$ cat config.mk
export PLATFORM = sky130hd
export DESIGN_NAME = pgreg_i2c_top
export DESIGN_NICKNAME = d
export VERILOG_FILES = /design/src/rtl/pgreg_pkg.sv /design/src/rtl/pgreg_sync.sv /design/src/rtl/pgreg_cond.sv /design/src/rtl/pgreg_link.sv /design/src/rtl/pgreg_regctl.sv /design/src/rtl/pgreg_i2c_top.sv
export SDC_FILE = /design/constraint.sdc
export NUM_CORES = 1
export LEC_CHECK = 0
export CAP_MARGIN = 0
export CELL_PAD_IN_SITES_DETAIL_PLACEMENT = 0
export CELL_PAD_IN_SITES_GLOBAL_PLACEMENT = 1
export CORE_MARGIN = 10
export CORE_UTILIZATION = 40
export CTS_BUF_LIST = sky130_fd_sc_hd__clkbuf_8
export DETAILED_ROUTE_END_ITERATION = 10
export PLACE_DENSITY_LB_ADDON = 0.1
export SYNTH_ARGS = -nofsm -noshare
export SYNTH_HDL_FRONTEND = slang
export SYNTH_HIERARCHICAL = 1
export SYNTH_SLANG_ARGS = --single-unit
$ cat constraint.sdc
create_clock -name clk -period 5.4 [get_ports clk]
set_input_delay 1.62 -clock clk [delete_from_list [all_inputs] [get_ports clk]]
set_output_delay 1.62 -clock clk [all_outputs]
set_load 0.01 [all_outputs]
$ cat src/rtl/pgreg_pkg.sv
package pgreg_pkg;
  localparam logic [7:0] REG_ID       = 8'hFC;
  localparam logic [7:0] REG_PAGESEL  = 8'hFD;
  localparam logic [7:0] REG_KEY      = 8'hFE;
  localparam logic [7:0] KEY_OPEN     = 8'hC5;
  localparam logic [7:0] SRST_LOC     = 8'h3F;
  localparam logic [7:0] SRST_CODE    = 8'hAE;
  localparam int         SRST_PAGE    = 4;

  typedef enum logic [2:0] {
    LK_IDLE,
    LK_ADDR,
    LK_AACK,
    LK_WBYTE,
    LK_WACK,
    LK_RBYTE,
    LK_RACK
  } link_state_t;
endpackage

$ cat src/rtl/pgreg_sync.sv
module pgreg_sync #(
  parameter int   STAGES    = 2,
  parameter logic RESET_VAL = 1'b1
) (
  input  logic clk,
  input  logic rst_n,
  input  logic d,
  output logic q
);
  logic [STAGES-1:0] chain;

  always_ff @(posedge clk or negedge rst_n) begin
    if (!rst_n) chain <= {STAGES{RESET_VAL}};
    else        chain <= {chain[STAGES-2:0], d};
  end

  assign q = chain[STAGES-1];
endmodule

$ cat src/rtl/pgreg_cond.sv
module pgreg_cond #(
  parameter int SYNC_STAGES = 2
) (
  input  logic clk,
  input  logic rst_n,
  input  logic scl_i,
  input  logic sda_i,
  output logic scl_rise,
  output logic scl_fall,
  output logic sda_s,
  output logic start_det,
  output logic stop_det
);
  localparam int N_LINES = 2;

  logic [N_LINES-1:0] raw;
  logic [N_LINES-1:0] synced;
  logic scl_d, sda_d, scl_s;

  assign raw = {sda_i, scl_i};

  for (genvar g = 0; g < N_LINES; g++) begin : g_line
    pgreg_sync #(.STAGES(SYNC_STAGES), .RESET_VAL(1'b1)) u_sync (
      .clk  (clk),
      .rst_n(rst_n),
      .d    (raw[g]),
      .q    (synced[g])
    );
  end

  assign scl_s = synced[0];
  assign sda_s = synced[1];

  always_ff @(posedge clk or negedge rst_n) begin
    if (!rst_n) begin
      scl_d <= 1'b1;
      sda_d <= 1'b1;
    end else begin
      scl_d <= scl_s;
      sda_d <= sda_s;
    end
  end

  assign scl_rise  = scl_s & ~scl_d;
  assign scl_fall  = ~scl_s & scl_d;
  assign start_det = scl_s & scl_d & sda_d & ~sda_s;
  assign stop_det  = scl_s & scl_d & ~sda_d & sda_s;
endmodule

$ cat src/rtl/pgreg_link.sv
module pgreg_link
  import pgreg_pkg::*;
(
  input  logic       clk,
  input  logic       rst_n,
  input  logic       scl_rise,
  input  logic       scl_fall,
  input  logic       sda_s,
  input  logic       start_det,
  input  logic       stop_det,
  input  logic [6:0] dev_addr,
  input  logic       rd_valid,
  input  logic [7:0] rd_data,
  output logic       sda_oe,
  output logic       ptr_ld,
  output logic       wr_stb,
  output logic       rd_req,
  output logic [7:0] rx_byte
);
  localparam logic [3:0] BITS = 4'd8;

  link_state_t st;
  logic [3:0]  cnt;
  logic [7:0]  rx_sr;
  logic [7:0]  tx_sr;
  logic        rw;
  logic        first;
  logic        acked;

  always_ff @(posedge clk or negedge rst_n) begin
    if (!rst_n) begin
      st      <= LK_IDLE;
      cnt     <= '0;
      rx_sr   <= '0;
      tx_sr   <= '0;
      rw      <= 1'b0;
      first   <= 1'b0;
      acked   <= 1'b0;
      sda_oe  <= 1'b0;
      ptr_ld  <= 1'b0;
      wr_stb  <= 1'b0;
      rd_req  <= 1'b0;
      rx_byte <= '0;
    end else begin
      ptr_ld <= 1'b0;
      wr_stb <= 1'b0;
      rd_req <= 1'b0;
      if (rd_valid) tx_sr <= rd_data;
      if (start_det) begin
        st     <= LK_ADDR;
        cnt    <= '0;
        sda_oe <= 1'b0;
      end else if (stop_det) begin
        st     <= LK_IDLE;
        sda_oe <= 1'b0;
      end else begin
        case (st)
          LK_ADDR, LK_WBYTE: begin
            if (scl_rise && cnt < BITS) begin
              rx_sr <= {rx_sr[6:0], sda_s};
              cnt   <= cnt + 4'd1;
            end else if (scl_fall && cnt == BITS) begin
              if (st == LK_ADDR) begin
                if (rx_sr[7:1] == dev_addr) begin
                  sda_oe <= 1'b1;
                  rw     <= rx_sr[0];
                  st     <= LK_AACK;
                end else begin
                  st <= LK_IDLE;
                end
              end else begin
                sda_oe  <= 1'b1;
                rx_byte <= rx_sr;
                st      <= LK_WACK;
                if (first) ptr_ld <= 1'b1;
                else       wr_stb <= 1'b1;
              end
            end
          end
          LK_AACK: begin
            if (scl_rise && rw) rd_req <= 1'b1;
            if (scl_fall) begin
              cnt <= '0;
              if (rw) begin
                st     <= LK_RBYTE;
                sda_oe <= ~tx_sr[7];
              end else begin
                st     <= LK_WBYTE;
                first  <= 1'b1;
                sda_oe <= 1'b0;
              end
            end
          end
          LK_WACK: begin
            if (scl_fall) begin
              sda_oe <= 1'b0;
              cnt    <= '0;
              first  <= 1'b0;
              st     <= LK_WBYTE;
            end
          end
          LK_RBYTE: begin
            if (scl_fall) begin
              if (cnt == 4'd7) begin
                sda_oe <= 1'b0;
                st     <= LK_RACK;
              end else begin
                cnt    <= cnt + 4'd1;
                tx_sr  <= {tx_sr[6:0], 1'b0};
                sda_oe <= ~tx_sr[6];
              end
            end
          end
          LK_RACK: begin
            if (scl_rise) begin
              acked <= ~sda_s;
              if (!sda_s) rd_req <= 1'b1;
            end
            if (scl_fall) begin
              if (acked) begin
                st     <= LK_RBYTE;
                cnt    <= '0;
                sda_oe <= ~tx_sr[7];
              end else begin
                st <= LK_IDLE;
              end
            end
          end
          default: ;
        endcase
      end
    end
  end
endmodule

$ cat src/rtl/pgreg_regctl.sv
module pgreg_regctl
  import pgreg_pkg::*;
#(
  parameter int N_PAGES = 5,
  localparam int PW = $clog2(N_PAGES)
) (
  input  logic          clk,
  input  logic          rst_n,
  input  logic [7:0]    id_byte,
  input  logic          ptr_ld,
  input  logic          wr_stb,
  input  logic          rd_req,
  input  logic [7:0]    byte_in,
  output logic          rd_valid,
  output logic [7:0]    rd_data,
  output logic          mem_wr,
  output logic          mem_rd,
  output logic [PW-1:0] mem_page,
  output logic [7:0]    mem_addr,
  output logic [7:0]    mem_wdata,
  input  logic [7:0]    mem_rdata,
  output logic          mem_clear
);
  logic [7:0]    ptr_q;
  logic [PW-1:0] page_q;
  logic [7:0]    key_q;
  logic          pend_q;
  logic          local_q;
  logic [7:0]    lval_q;

  logic hit_id, hit_pg, hit_key, hit_rst, hit_glob, srst_go;

  assign hit_id   = (ptr_q == REG_ID);
  assign hit_pg   = (ptr_q == REG_PAGESEL);
  assign hit_key  = (ptr_q == REG_KEY);
  assign hit_rst  = (page_q == PW'(SRST_PAGE)) && (ptr_q == SRST_LOC);
  assign hit_glob = hit_id | hit_pg | hit_key | hit_rst;
  assign srst_go  = wr_stb & hit_rst & (byte_in == SRST_CODE);

  always_ff @(posedge clk or negedge rst_n) begin
    if (!rst_n) begin
      ptr_q   <= '0;
      page_q  <= '0;
      key_q   <= '0;
      pend_q  <= 1'b0;
      local_q <= 1'b0;
      lval_q  <= '0;
    end else begin
      pend_q <= rd_req;
      if (ptr_ld) begin
        ptr_q <= byte_in;
      end else if (wr_stb) begin
        ptr_q <= ptr_q + 8'd1;
        if (hit_pg) begin
          key_q <= '0;
          if (key_q == KEY_OPEN && byte_in < 8'(N_PAGES))
            page_q <= byte_in[PW-1:0];
        end else if (hit_key) begin
          key_q <= byte_in;
        end else if (srst_go) begin
          page_q <= '0;
          key_q  <= '0;
        end
      end else if (rd_req) begin
        ptr_q   <= ptr_q + 8'd1;
        local_q <= hit_glob;
        if (hit_id)       lval_q <= id_byte;
        else if (hit_key) lval_q <= key_q;
        else              lval_q <= '0;
      end
    end
  end

  assign rd_valid  = pend_q;
  assign rd_data   = local_q ? lval_q : mem_rdata;
  assign mem_wr    = wr_stb & ~hit_glob;
  assign mem_rd    = rd_req & ~hit_glob;
  assign mem_page  = page_q;
  assign mem_addr  = ptr_q;
  assign mem_wdata = byte_in;
  assign mem_clear = srst_go;
endmodule

$ cat src/rtl/pgreg_i2c_top.sv
module pgreg_i2c_top #(
  parameter int         N_PAGES     = 5,
  parameter int         STRAP_W     = 2,
  parameter logic [6:0] ADDR_BASE   = 7'h30,
  parameter int         SYNC_STAGES = 2,
  localparam int        PW          = $clog2(N_PAGES)
) (
  input  logic               clk,
  input  logic               rst_n,
  input  logic [STRAP_W-1:0] strap_i,
  input  logic               scl_i,
  input  logic               sda_i,
  output logic               sda_oe_o,
  output logic               mem_wr_o,
  output logic               mem_rd_o,
  output logic [PW-1:0]      mem_page_o,
  output logic [7:0]         mem_addr_o,
  output logic [7:0]         mem_wdata_o,
  input  logic [7:0]         mem_rdata_i,
  output logic               mem_clear_o
);
  logic       scl_rise, scl_fall, sda_s, start_det, stop_det;
  logic       ptr_ld, wr_stb, rd_req, rd_valid;
  logic [7:0] rx_byte, rd_data;
  logic [6:0] dev_addr;

  assign dev_addr = {ADDR_BASE[6:STRAP_W], strap_i};

  pgreg_cond #(.SYNC_STAGES(SYNC_STAGES)) u_cond (
    .clk      (clk),
    .rst_n    (rst_n),
    .scl_i    (scl_i),
    .sda_i    (sda_i),
    .scl_rise (scl_rise),
    .scl_fall (scl_fall),
    .sda_s    (sda_s),
    .start_det(start_det),
    .stop_det (stop_det)
  );

  pgreg_link u_link (
    .clk      (clk),
    .rst_n    (rst_n),
    .scl_rise (scl_rise),
    .scl_fall (scl_fall),
    .sda_s    (sda_s),
    .start_det(start_det),
    .stop_det (stop_det),
    .dev_addr (dev_addr),
    .rd_valid (rd_valid),
    .rd_data  (rd_data),
    .sda_oe   (sda_oe_o),
    .ptr_ld   (ptr_ld),
    .wr_stb   (wr_stb),
    .rd_req   (rd_req),
    .rx_byte  (rx_byte)
  );

  pgreg_regctl #(.N_PAGES(N_PAGES)) u_regs (
    .clk      (clk),
    .rst_n    (rst_n),
    .id_byte  ({dev_addr, 1'b0}),
    .ptr_ld   (ptr_ld),
    .wr_stb   (wr_stb),
    .rd_req   (rd_req),
    .byte_in  (rx_byte),
    .rd_valid (rd_valid),
    .rd_data  (rd_data),
    .mem_wr   (mem_wr_o),
    .mem_rd   (mem_rd_o),
    .mem_page (mem_page_o),
    .mem_addr (mem_addr_o),
    .mem_wdata(mem_wdata_o),
    .mem_rdata(mem_rdata_i),
    .mem_clear(mem_clear_o)
  );
endmodule

==> metrics.md <==
| Metric | Value |
|---|---|
| Hold_buf cts | 0 |
| Placeable Area | 0.009639 sq mm |
| Hold path cells | 0 |
| GRT overflow | 0 |
| Initial antenna violation count | 0 |
| Power Density | 269.4 mW/mm^2 |
| Clk sinks | 73 |
| Worst Min Path Start | u_cond/g_line[1].u_sync/chain[0]$_DFF_PN1_ |
| Iter 0 DRT Violations | 166 |
| Setup Crit Path Kind | flop to output port |
| CP delay by family, top | simple AND/OR/NAND/NOR gates |
| Post-Synthesis Cells | 379 |
| Primary FF master, synth | dfrtp_1 |
| Share of the synthesized area in the top cell type | 42.83% |
| Bufs and invs on worst path | 1 |
| Most common cell in the synthesized netlist | dfrtp_1 |
| Detailed-route wire length per cell | 16.78 um |
| Global-route wire length before repair | 15.64 mm |
| DIE AREA | 0.01414 sq mm |
| Worst-margin pin slew | 0.9493 ns |
| Fmax | 0.2387 GHz |
| Largest net degree at the start of global routing | 74 |
| Post-place setup slack | 1.574 ns |
| Max Buffers Root-to-Sink | 2 |
| Die height | 118.9 um |
| Startpoint type of the worst setup path | flop |
| H-tree Lvls | 3 |
| Max-Cap Viols | 0 |
| Post-synth EDFFs | 0 |
| Synthesized area | 0.003915 sq mm |
| R2R Path Start | u_cond/g_line[1].u_sync/chain[1]$_DFF_PN1_ |
| Status | completed |
| Yosys top cell by area | dfrtp_1 |
| Placed instance count | 536 |
| Post-CTS Setup Inserts | 0 |
| Ports | 37 |
| Number of synthesis warnings | 6 |
| Asr flop ratio synth | 100.0% |
| Shortest period the worst path allows | 4.189 ns |
| Drc violations | 0 |
| FP Rows | 36 |
| Cell Count, Final, Fillers Out | 552 |
| RSZ-0062 raised after global routing | no |
| Final net count | 434 |
| HP Class | flop to flop |
| Antenna diodes | 0 |
| Cells resized by post-CTS repair | 0 |
| Worst-Skew Late Latency | 0.35 ns |
| Antenna Nets Post-Route | 0 |
| Horiz. Die Dim | 118.9 um |
| DPL Wire Length | 6.553 mm |
| Yosys cell types | 63 |
| Synth top cells by count | dfrtp_1, nand2_1, o21ai_0 |
| Critical Path Start | u_regs/mem_addr[6]$_DFFE_PN0P_ |
| Clock Tree Root | clkbuf_8 |
| Via Count | 2819 |
| Reg2Reg Depth | 6 |
| Synthesis-to-finish area growth | 17.00% |
| Critical Path Stages | 5 |
| Setup TNS | 0 ns |
| Final-report max-slew violation count | 0 |
| Drt via density | 5.107 |
| Final worst path period share | 77.58% |
| Fillers | 973 |
| DR pass1 iterations | 4 |
| CTS tree | yes |
| CP max stage delay | 0.55 ns |
| Flops & latches, synth | 73 |
| Worst vdd ir | 0.1818 mV |
| Relative slew slack | 36.72% |
| CTS Buf Count | 9 |
| Initial Util | 40.62% |
| Worst path cell trace | or4b_4 -> or4_4 -> o21a_1 -> and2_1 -> clkdlybuf4s50_1 |
| Syn Area/Cell | 10.33 sq um |
| CP max FO | 4 |
| Worst Clk Skew | 0.006805 ns |
| Setup-failing EPs final | 0 |
| Register area share after synthesis | 46.85% |
| Crit path DAT | 2.57 ns |
| Final hold vios | 0 |
| Layout cells sized above 1 | 13.84% |
| Reg clk slew, reported paths | 0.08 ns |
| Worst Setup Slack, final | 1.211 ns |
| Vias in the first global route | 2897 |
| Top post-synthesis cells by area | dfrtp_1, mux2_2, mux2i_1, nand2_1, dfstp_2 |
| I/O Buffers | 36 |
| GRT Resource Usage Total | 13.50% |
| Critical Path Slowest Stage Cell | or4b_4 |
| Critical Path End Type | output port |
| Critical path required time | 3.78 ns |
| Routed WL | 9.265 mm |
| P_leak | 1.893 nW |
| GP Congestion | 0.8480 |
-- metal layers --
metal / GRT usage [%] / wire (um) / up-vias
met5: 0 / 0 / -
met4: 3.206 / 97 / 0
met3: 3.873 / 405 / 8
met2: 21.31 / 4331 / 41
met1: 17.90 / 4430 / 1380
li1: - / - / 1390
-- metrics by stage --
| stage | utilization [%] | hold WS (ns) | cell area, sq um | total power, mW |
|---|---|---|---|---|
| 6_report | 47.52 | 0.3585 | 4581 | 1.234 |
| 5_1_grt | 47.52 | 0.3629 | 4581 | 1.296 |
| 4_1_cts | 47.52 | 0.3606 | 4581 | 1.255 |
| 3_5_place_dp | 45.20 | 0.3476 | 4357 | 0.7579 |
| 3_3_place_gp | 45.20 | 0.3474 | 4357 | 0.7533 |
| 2_1_floorplan | - | 0.3452 | 3949 | 0.7094 |
-- report_power, final --
part	internal, mW	switching, mW	total [mW]
combinational	0.0605	0.0533	0.114
sequential	0.585	0.0462	0.631
clock	0.265	0.224	0.489
-- state kept, by name, summed over array words and instances, names as in the netlist, 4 cells and up --
name,count
u_link/cnt,4
u_link/rx_byte,8
u_link/rx_sr,8
u_regs/mem_addr,8
u_regs/lval_q,8
u_regs/key_q,8
u_cond/g_line.u_sync/chain,4
u_link/tx_sr,8
-- worst reg2reg max path: cells and delay by family (launching register included) --
kind | cells | cell delay (ns)
flops | 1 | 0.59
mux | 1 | 0.35
simple gates | 5 | 1.41
-- cell usage in the layout, fill, tap and decap left out, types with 4 or more instances in the layout --
| cell | netlist | routed |
|---|---|---|
| dfrtp_1 | 67 | 67 |
| nand2_1 | 48 | 48 |
| clkdlybuf4s50_1 | 0 | 35 |
| o21ai_0 | 25 | 25 |
| mux2i_1 | 19 | 19 |
| mux2_2 | 18 | 18 |
| inv_1 | 15 | 15 |
| nor2_1 | 15 | 15 |
| a21oi_1 | 13 | 13 |
| nor3_1 | 12 | 12 |
| conb_1 | 2 | 11 |
| clkbuf_8 | 0 | 9 |
| mux2_1 | 9 | 9 |
| o31ai_1 | 8 | 8 |
| nand3_1 | 7 | 7 |
| xnor2_1 | 7 | 7 |
| xor2_1 | 7 | 7 |
| dfstp_2 | 6 | 6 |
| ha_1 | 6 | 6 |
| nor2b_1 | 5 | 5 |
| nand2b_1 | 5 | 5 |
| nand4_1 | 4 | 4 |
| nor4_1 | 4 | 4 |
| or4_1 | 4 | 4 |
-- cell type report --
class | count | area [sq um] | area share, %
inverters | 16 | 60.06 | 1.311
well taps | 133 | 166.4 | 3.633
repair buffers | 36 | 357.8 | 7.812
clock inverters | 7 | 100.1 | 2.185
clock buffers | 9 | 123.9 | 2.704
flip-flops and latches | 73 | 1834 | 40.04
multi-input cells | 278 | 1938 | 42.31
-- cells by family (layout without fill, tap and decap cells) --
group,Yosys count,in the layout,share of synthesized area (%)
buffers and inverters,37,68,4.506
AND/OR/NAND/NOR,138,138,20.55
adder cells (fa/ha/maj),6,6,1.917
multiplexers,46,46,12.62
AO/OA/AOI/OAI,63,63,10.23
other,2,11,0.1918
flip-flops,73,73,46.85
XOR/XNOR,14,14,3.132
-- path summary, 6_finish.rpt --
path / end / slack (ns)
setup / recovery: mem_rd_o / 1.21
hold / removal: u_cond/g_line[1].u_sync/chain[1]$_DFF_PN1_ / 0.36
setup reg to reg: u_link/rx_byte[3]$_DFFE_PN0P_ / 2.93
hold reg to reg: u_cond/g_line[1].u_sync/chain[1]$_DFF_PN1_ / 0.36
max in group asynchronous: u_link/st[2]$_DFFE_PN0P_ / 3.37
min in group asynchronous: u_regs/mem_addr[3]$_DFFE_PN0P_ / 1.39
Power figures use the tool's default switching activity.
